<file path="src/rtl/ramp_pkg.sv">
package ramp_pkg;

    // Division stage codes, in ramp order.
    typedef enum logic [1:0] {
        STG_D8 = 2'd0,
        STG_D4 = 2'd1,
        STG_D2 = 2'd2,
        STG_D1 = 2'd3
    } stage_e;

    // Width of the phase counter inside one divided period (largest divisor is 8).
    localparam int unsigned PHASE_W = 3;

    // Control state carried between the sequencer and the outputs.
    typedef struct packed {
        logic   running;
        stage_e stage;
    } ramp_ctl_t;

    localparam ramp_ctl_t CTL_IDLE = '{running: 1'b0, stage: STG_D8};

    // Last phase index of a divided period for the given stage.
    function automatic logic [PHASE_W-1:0] period_last(input stage_e s);
        case (s)
            STG_D8:  return 3'd7;
            STG_D4:  return 3'd3;
            STG_D2:  return 3'd1;
            default: return 3'd0;
        endcase
    endfunction

    // Next stage in the staircase; the last stage holds.
    function automatic stage_e next_stage(input stage_e s);
        case (s)
            STG_D8:  return STG_D4;
            STG_D4:  return STG_D2;
            default: return STG_D1;
        endcase
    endfunction

    function automatic int unsigned max3(input int unsigned a, input int unsigned b,
                                         input int unsigned c);
        int unsigned m;
        m = (a > b) ? a : b;
        return (m > c) ? m : c;
    endfunction

endpackage

</file>
<file path="src/rtl/ramp_sel_sync.sv">
module ramp_sel_sync #(
    parameter int unsigned SYNC_STAGES = 2
) (
    input  logic clk,
    input  logic rst,
    input  logic sel_async,
    output logic sel_lvl,
    output logic sel_rise
);

    logic [SYNC_STAGES-1:0] chain_q;
    logic                   sel_prev_q;

    generate
        for (genvar g = 0; g < SYNC_STAGES; g++) begin : g_sync
            if (g == 0) begin : g_first
                always_ff @(posedge clk) begin
                    if (rst) chain_q[0] <= 1'b0;
                    else     chain_q[0] <= sel_async;
                end
            end else begin : g_next
                always_ff @(posedge clk) begin
                    if (rst) chain_q[g] <= 1'b0;
                    else     chain_q[g] <= chain_q[g-1];
                end
            end
        end
    endgenerate

    always_ff @(posedge clk) begin
        if (rst) sel_prev_q <= 1'b0;
        else     sel_prev_q <= chain_q[SYNC_STAGES-1];
    end

    assign sel_lvl  = chain_q[SYNC_STAGES-1];
    assign sel_rise = chain_q[SYNC_STAGES-1] & ~sel_prev_q;

endmodule

</file>
<file path="src/rtl/ramp_phase_div.sv">
module ramp_phase_div
    import ramp_pkg::*;
(
    input  logic      clk,
    input  logic      rst,
    input  ramp_ctl_t ctl,
    output logic      period_end
);

    logic [PHASE_W-1:0] phase_q;
    logic [PHASE_W-1:0] last_idx;

    always_comb begin
        last_idx   = period_last(ctl.stage);
        period_end = ctl.running && (phase_q == last_idx);
    end

    // The phase wraps at the end of every period. Stage changes happen only there,
    // so a new divisor always starts from phase 0.
    always_ff @(posedge clk) begin
        if (rst || !ctl.running) begin
            phase_q <= '0;
        end else if (phase_q == last_idx) begin
            phase_q <= '0;
        end else begin
            phase_q <= phase_q + 1'b1;
        end
    end

endmodule

</file>
<file path="src/rtl/ramp_sequencer.sv">
module ramp_sequencer
    import ramp_pkg::*;
#(
    parameter int unsigned DWELL_D8 = 8,
    parameter int unsigned DWELL_D4 = 16,
    parameter int unsigned DWELL_D2 = 32
) (
    input  logic      clk,
    input  logic      rst,
    input  logic      sel_lvl,
    input  logic      sel_rise,
    input  logic      period_end,
    output ramp_ctl_t ctl
);

    localparam int unsigned DWELL_MAX = max3(DWELL_D8, DWELL_D4, DWELL_D2);
    localparam int unsigned DW_W      = (DWELL_MAX > 1) ? $clog2(DWELL_MAX) : 1;

    localparam logic [DW_W-1:0] LIM_D8 = DW_W'(DWELL_D8 - 1);
    localparam logic [DW_W-1:0] LIM_D4 = DW_W'(DWELL_D4 - 1);
    localparam logic [DW_W-1:0] LIM_D2 = DW_W'(DWELL_D2 - 1);

    ramp_ctl_t       ctl_q, ctl_d;
    logic [DW_W-1:0] dwell_q, dwell_d;
    logic [DW_W-1:0] dwell_lim;
    logic            dwell_done;

    always_comb begin
        case (ctl_q.stage)
            STG_D8:  dwell_lim = LIM_D8;
            STG_D4:  dwell_lim = LIM_D4;
            default: dwell_lim = LIM_D2;
        endcase
        dwell_done = (dwell_q == dwell_lim);
    end

    always_comb begin
        ctl_d   = ctl_q;
        dwell_d = dwell_q;
        if (!sel_lvl) begin
            ctl_d   = CTL_IDLE;
            dwell_d = '0;
        end else if (!ctl_q.running) begin
            if (sel_rise) begin
                ctl_d.running = 1'b1;
                ctl_d.stage   = STG_D8;
                dwell_d       = '0;
            end
        end else if (ctl_q.stage != STG_D1) begin
            if (dwell_done && period_end) begin
                ctl_d.stage = next_stage(ctl_q.stage);
                dwell_d     = '0;
            end else if (!dwell_done) begin
                dwell_d = dwell_q + 1'b1;
            end
        end
    end

    always_ff @(posedge clk) begin
        if (rst) begin
            ctl_q   <= CTL_IDLE;
            dwell_q <= '0;
        end else begin
            ctl_q   <= ctl_d;
            dwell_q <= dwell_d;
        end
    end

    assign ctl = ctl_q;

endmodule

</file>
<file path="src/rtl/clk_ramp_switcher.sv">
module clk_ramp_switcher
    import ramp_pkg::*;
#(
    parameter int unsigned SYNC_STAGES = 2,
    parameter int unsigned DWELL_D8    = 8,
    parameter int unsigned DWELL_D4    = 16,
    parameter int unsigned DWELL_D2    = 32
) (
    input  logic       clk,
    input  logic       rst,
    input  logic       sel_in,
    output logic       clk_en,
    output logic       running,
    output logic [1:0] stage
);

    logic      sel_lvl;
    logic      sel_rise;
    logic      period_end;
    ramp_ctl_t ctl;

    ramp_sel_sync #(
        .SYNC_STAGES(SYNC_STAGES)
    ) u_sync (
        .clk      (clk),
        .rst      (rst),
        .sel_async(sel_in),
        .sel_lvl  (sel_lvl),
        .sel_rise (sel_rise)
    );

    ramp_sequencer #(
        .DWELL_D8(DWELL_D8),
        .DWELL_D4(DWELL_D4),
        .DWELL_D2(DWELL_D2)
    ) u_seq (
        .clk       (clk),
        .rst       (rst),
        .sel_lvl   (sel_lvl),
        .sel_rise  (sel_rise),
        .period_end(period_end),
        .ctl       (ctl)
    );

    ramp_phase_div u_div (
        .clk       (clk),
        .rst       (rst),
        .ctl       (ctl),
        .period_end(period_end)
    );

    assign clk_en  = period_end;
    assign running = ctl.running;
    assign stage   = ctl.stage;

endmodule

</file>
<file path="config.mk">
export PLATFORM = sky130hd
export DESIGN_NAME = clk_ramp_switcher
export DESIGN_NICKNAME = d
export VERILOG_FILES = /design/src/rtl/ramp_pkg.sv /design/src/rtl/ramp_sel_sync.sv /design/src/rtl/ramp_phase_div.sv /design/src/rtl/ramp_sequencer.sv /design/src/rtl/clk_ramp_switcher.sv
export SDC_FILE = /design/constraint.sdc
export NUM_CORES = 1
export LEC_CHECK = 0
export ABC_AREA = 0
export BUFFER_PORTS_ARGS = -buffer_cell sky130_fd_sc_hd__buf_2
export CAP_MARGIN = 20
export CORE_ASPECT_RATIO = 0.8
export CORE_MARGIN = 10
export CORE_UTILIZATION = 35
export CTS_CLUSTER_DIAMETER = 40
export DETAILED_ROUTE_END_ITERATION = 16
export PLACE_DENSITY_LB_ADDON = 0.3
export SLEW_MARGIN = 20
export SYNTH_ARGS = -nofsm -noshare
export SYNTH_HDL_FRONTEND = slang
export SYNTH_HIERARCHICAL = 1
export SYNTH_SLANG_ARGS = --single-unit
</file>
<file path="constraint.sdc">
create_clock -name clk -period 1.45 [get_ports clk]
set_input_delay 0.29 -clock clk [delete_from_list [all_inputs] [get_ports clk]]
set_output_delay 0.29 -clock clk [all_outputs]
set_load 0.01 [all_outputs]
</file>
# Word-level counts from Yosys, hierarchy flattened
# Cells that the tools add are included.
op_classes:
  add_sub_neg: 2
  n_eq_ne: 8
  n_mux: 13
  n_bitwise: 3
  n_reduce_logical: 10
ops:
  columns: ["op", "n"]
  rows:
  - ["5-bit two-way mux", 5]
  - ["5-bit case mux with 2 select lines", 1]
  - ["3-bit case mux with 3 select lines", 1]
  - ["2-bit two-way mux", 3]
  - ["2-bit != test, second input constant", 3]
  - ["3-bit AND reduction", 2]
  - ["5-bit by 1-bit adder with 5-bit output, second input constant", 1]
  - ["5-bit equality test", 1]
  - ["2-bit case mux with 2 select lines", 1]
  - ["2-bit OR reduction", 2]
  - ["3-bit by 1-bit adder with 3-bit output, second input constant", 1]
  - ["3-bit equality test", 1]
  - ["3-bit two-way mux", 1]
  - ["3-bit != test, second input constant", 1]
  - ["2-bit by 1-bit equality test with 1-bit output, second input constant", 1]
  - ["2-bit equality test, second input constant", 1]
  - ["1-bit logical AND", 2]
  - ["2-bit zero test", 1]
  - ["1-bit NOT", 2]
  - ["2-bit nonzero test", 1]
  - ["1-bit bitwise AND", 1]
  - ["1-bit zero test", 1]
  - ["1-bit logical OR", 1]
  - ["1-bit two-way mux", 1]
totals:
  reg_bits: 14

# Logic depth before layout (Yosys ltp)
depth:
  ltp_word: 8
  mapped_depth: 6

# Cells and area by module
# The synthesis kept the hierarchy.
by_module_without_submodules:
  columns: ["module", "instances", "cells_per_inst", "area_per_inst_um2", "seq_area_each_um2"]
  rows:
  - ["ramp_sequencer", 1, 57, 465.4, 160.2]
  - ["ramp_phase_div", 1, 17, 171.4, 60.1]
  - ["ramp_sel_sync", 1, 7, 87.6, 60.1]

# Worst setup path after synthesis
# OpenSTA, ideal clock, no wires.
synth_timing:
  path_type: "register -> register"
  startpoint: "register u_seq.ctl_q, in the netlist u_seq/ctl[1]"
  endpoint: "register u_seq.ctl_q, in the netlist u_seq/ctl[0]"
  setup_time_ps: 96
  t_arrival_ps: 1661
  required_time_ps: 1354
  path_slack_ps: -307
  path_stages_with_launch: 7
  period_less_slack_ps: 1757
  path_cell_list: "dfxtp_1 > or3b_1 > o22ai_1 > o21a_1 > o21ai_0 > o21ai_0 > nor4b_1"
synth_via:
  elab_chain_len: 7
synth_rtl:
  columns: ["element", "line", "rtl"]
  rows:
  - ["start: declaration", "ramp_sequencer.sv:23", "ramp_ctl_t ctl_q, ctl_d;"]
  - ["start signal: assignment", "ramp_sequencer.sv:64", "ctl_q <= ctl_d;"]
  - ["2-bit equality test, or another cell as far along", "ramp_pkg.sv:24", "case (s)"]
  - ["3-bit case mux with 3 select lines *", "ramp_pkg.sv:24", null]
  - ["3-bit equality test *", "ramp_phase_div.sv:15", "period_end = ctl.running && (phase_q == last_idx);"]
  - ["1-bit logical AND *", "ramp_phase_div.sv:15", null]
  - ["named net clk_en", "clk_ramp_switcher.sv:12", "output logic clk_en,"]
  - ["1-bit logical AND *", "ramp_sequencer.sv:50", "if (dwell_done && period_end) begin"]
  - ["2-bit != test (no line) *", null, null]
  - ["3-bit AND reduction (no line) *", null, null]
# Mark *: on every way through the listed nets, which the timed path passes. The rest lies on a longest branch. The select of a mux whose other input is x is not followed.
# A chain may end at the register's enable or synchronous reset.

# Worst setup path after layout
layout_timing:
  startpoint: "register u_seq.ctl_q, in the netlist u_seq/ctl[1]"
  endpoint: "output port clk_en"
layout_via:
  elab_chain_len: 4
layout_rtl:
  columns: ["element", "line"]
  rows:
  - ["2-bit equality test, or another cell as far along", "ramp_pkg.sv:24"]
  - ["3-bit case mux with 3 select lines *", "ramp_pkg.sv:24"]
  - ["3-bit equality test *", "ramp_phase_div.sv:15"]
  - ["1-bit logical AND *", "ramp_phase_div.sv:15"]
  - ["end: declaration", "clk_ramp_switcher.sv:12"]
# Mark *: on every way between the ends. The rest lies on a longest branch, timed or not.

==> impl_metrics.ini <==
[place]
gp_congestion = 0.837
placed_area_um2 = 987
io_buffer_count = 6
dp_hpwl_um = 1380
pre_cts_ws_ps = -133
dp_cells = 131

[global_routing]
grt_max_degree = 9
grtUsageTotal = 0.0929
antenna_found_initial = 0
grt_pass1_vias = 732
grt-ovfl-total = 0
grt_pass1_wl_um = 3200

[clocking]
clock-sinks = 14
cts_made_buffers = 3
cts_tree = yes
cts_max_path_buffers = 2
ctsHtreeMaxLevel = 1
cts_root_buf = clkbuf_4
cts.reportedPaths.clkPinSlew_ps = 90
insertion_delay_ps = 280

[synthesis]
synthTopCellsByCount = dfxtp_1 (14), inv_1 (6), nor2b_1 (6)
syn_nets = 86
synthMostInstantiatedCell = dfxtp_1
ys.flop_type = dfxtp_1
ys_async_sr_fraction = 0
synth.avg_cell_area_um2 = 8.94
synth_edf_count = 0
yosysUniqueCellTypes = 32
synthesis.area_um2 = 724
ys_top_cells_by_area = dfxtp_1 (39%), nor2b_1 (5.2%), xnor2_1 (4.8%), nand3b_1 (4.1%), ha_1 (3.5%)
yosys_warnings = 6
ys_ff_latch = 14
synth_top_area_cell = dfxtp_1
seq_area_frac_synth = 0.387
synth_top_cell_area_share = 0.387
synthCells = 81

[routing]
drc = 0
wl_per_cell_um = 13.3
drtPass1Iterations = 4
antenna_left = 0
drt-total-wl_um = 1880
vias = 708
via_per_inst = 5.02
first_iter_violations = 20

[worst_setup_path]
setup.worst_path.start_class = flop
critPathRequiredTime_ps = 1160
critPathKind = flop to primary output
cp-end-kind = primary output
crit_fanout = 4
cp.arrival_ps = 1450

[cells_and_area]
area_growth_pct = 50.6
design_area_um2 = 1090
drive_above_1_share = 0.496
diodes = 0
fin_nets = 123
instances_no_fill = 141

[min_path]
hold_path_class = primary input to flop

[die]
rows = 14
die_h_um = 60.7
core_area_um2 = 1930
ios = 7
fp.dieW_um = 70.9
start_util = 0.376
die_area_um2 = 4300

[power_and_ir_drop]
cellLeakagePower_nw = 0.412
peakVddDrop_mv = 0.430
cellPowerDensity_nw_per_um2 = 640
p_total_w = 0.000699

[sta]
relSlewSlack = 0.730
drv_slew = 0
post-route-period-util = 1.20
final-hold-violation-count = 0
skew_ps = 3.91
finalSetupViolations = 8
tightest_slew_ps = 405
max_freq_mhz = 576
layout_setup_ws_ps = -286
rsz0062_at_grt = true
finalCriticalPeriod_ps = 1740

[outcome]
status = finished with violations
violations = setup timing

[flow_run]
max_cap_violations = 0
-- cell families (layout without fill, tap and decap cells) --
family,after synthesis,in the layout,share of synthesized area
AOI/OAI and AO/OA,16,16,0.166
xor gates and xnor gates,4,4,0.0484
adders and majority gates,2,2,0.0345
buffers and inverters,6,42,0.0311
DFF,14,14,0.387
and+or+nand+nor,39,39,0.333
-- what timing repair did --
action / in CTS / in global routing
resized for setup: 5 / 1
pin swaps: 3 / 3
hold buffers: 0 / 0
buffers inserted: 5 / 1
setup endpoints to repair: 7 / 8
-- worst paths after layout --
| check | cells after the start | from | to | slack (ps) |
|---|---|---|---|---|
| worst max-delay path | 4 | u_seq/ctl[1] | clk_en | -290 |
| worst min-delay path | 2 | sel_in | u_sync/chain_q[0] | 220 |
| worst max register to register | 7 | u_seq/ctl[1] | u_seq/ctl[1] | -240 |
| worst min register to register | 1 | u_sync/chain_q[0] | u_sync/sel_lvl | 440 |
-- per-layer routing --
metal,wire (um),vias up,GRT usage
met5,0,-,0
met2,865,19,0.156
met4,20,0,0.0331
li1,-,368,-
met1,871,319,0.104
met3,125,2,0.0408
-- critical path, cell delays in order, from the launching register on --
cell	delay, ps
dfxtp_4	370
or3b_4	380
o22ai_2	110
o21a_2	190
buf_6	110
-- metrics by stage --
step	TNS (ps)	hold WS (ps)	utilization
2_1_floorplan	-274	362	-
3_3_place_gp	-309	420	0.512
3_5_place_dp	-586	427	0.512
4_1_cts	-1240	209	0.562
5_1_grt	-2180	207	0.566
6_report	-1510	215	0.566
-- power breakdown --
group	switching [W]	internal [W]
Clock	0.000137	0.000153
Combinational	0.0000123	0.0000111
Sequential	0.00000182	0.000384
Total	0.000151	0.000548
-- flip-flops by register name, summed over array words and instances, names as in the netlist --
name and cells:
u_sync/chain_q 1, u_sync/sel_prev_q 1, u_sync/sel_lvl 1, u_div/phase_q 3
u_seq/ctl 3, u_seq/dwell_q 5
-- final cells by class --
type | instances | area, um^2
multi-input combinational | 61 | 479
clock buffer | 4 | 36.3
tap | 24 | 30.0
sequential | 14 | 292
timing repair buffer | 32 | 231
inverter | 6 | 22.5
fill | 172 | 836
-- placed cells by master (no fill, tap or decap), types with 3 or more instances in the layout --
cell      Yosys  final
nor2_1        4      4
clkbuf_4      0      3
dfxtp_2       0      3
buf_4         0     26
nand3b_1      4      4
nor2b_1       6      6
nor3_1        4      3
nand3_1       4      4
xnor2_1       4      3
inv_1         6      6
dfxtp_1      14      9
buf_2         0      5
nand2_1       3      3
Power figures use the tool's default switching activity.
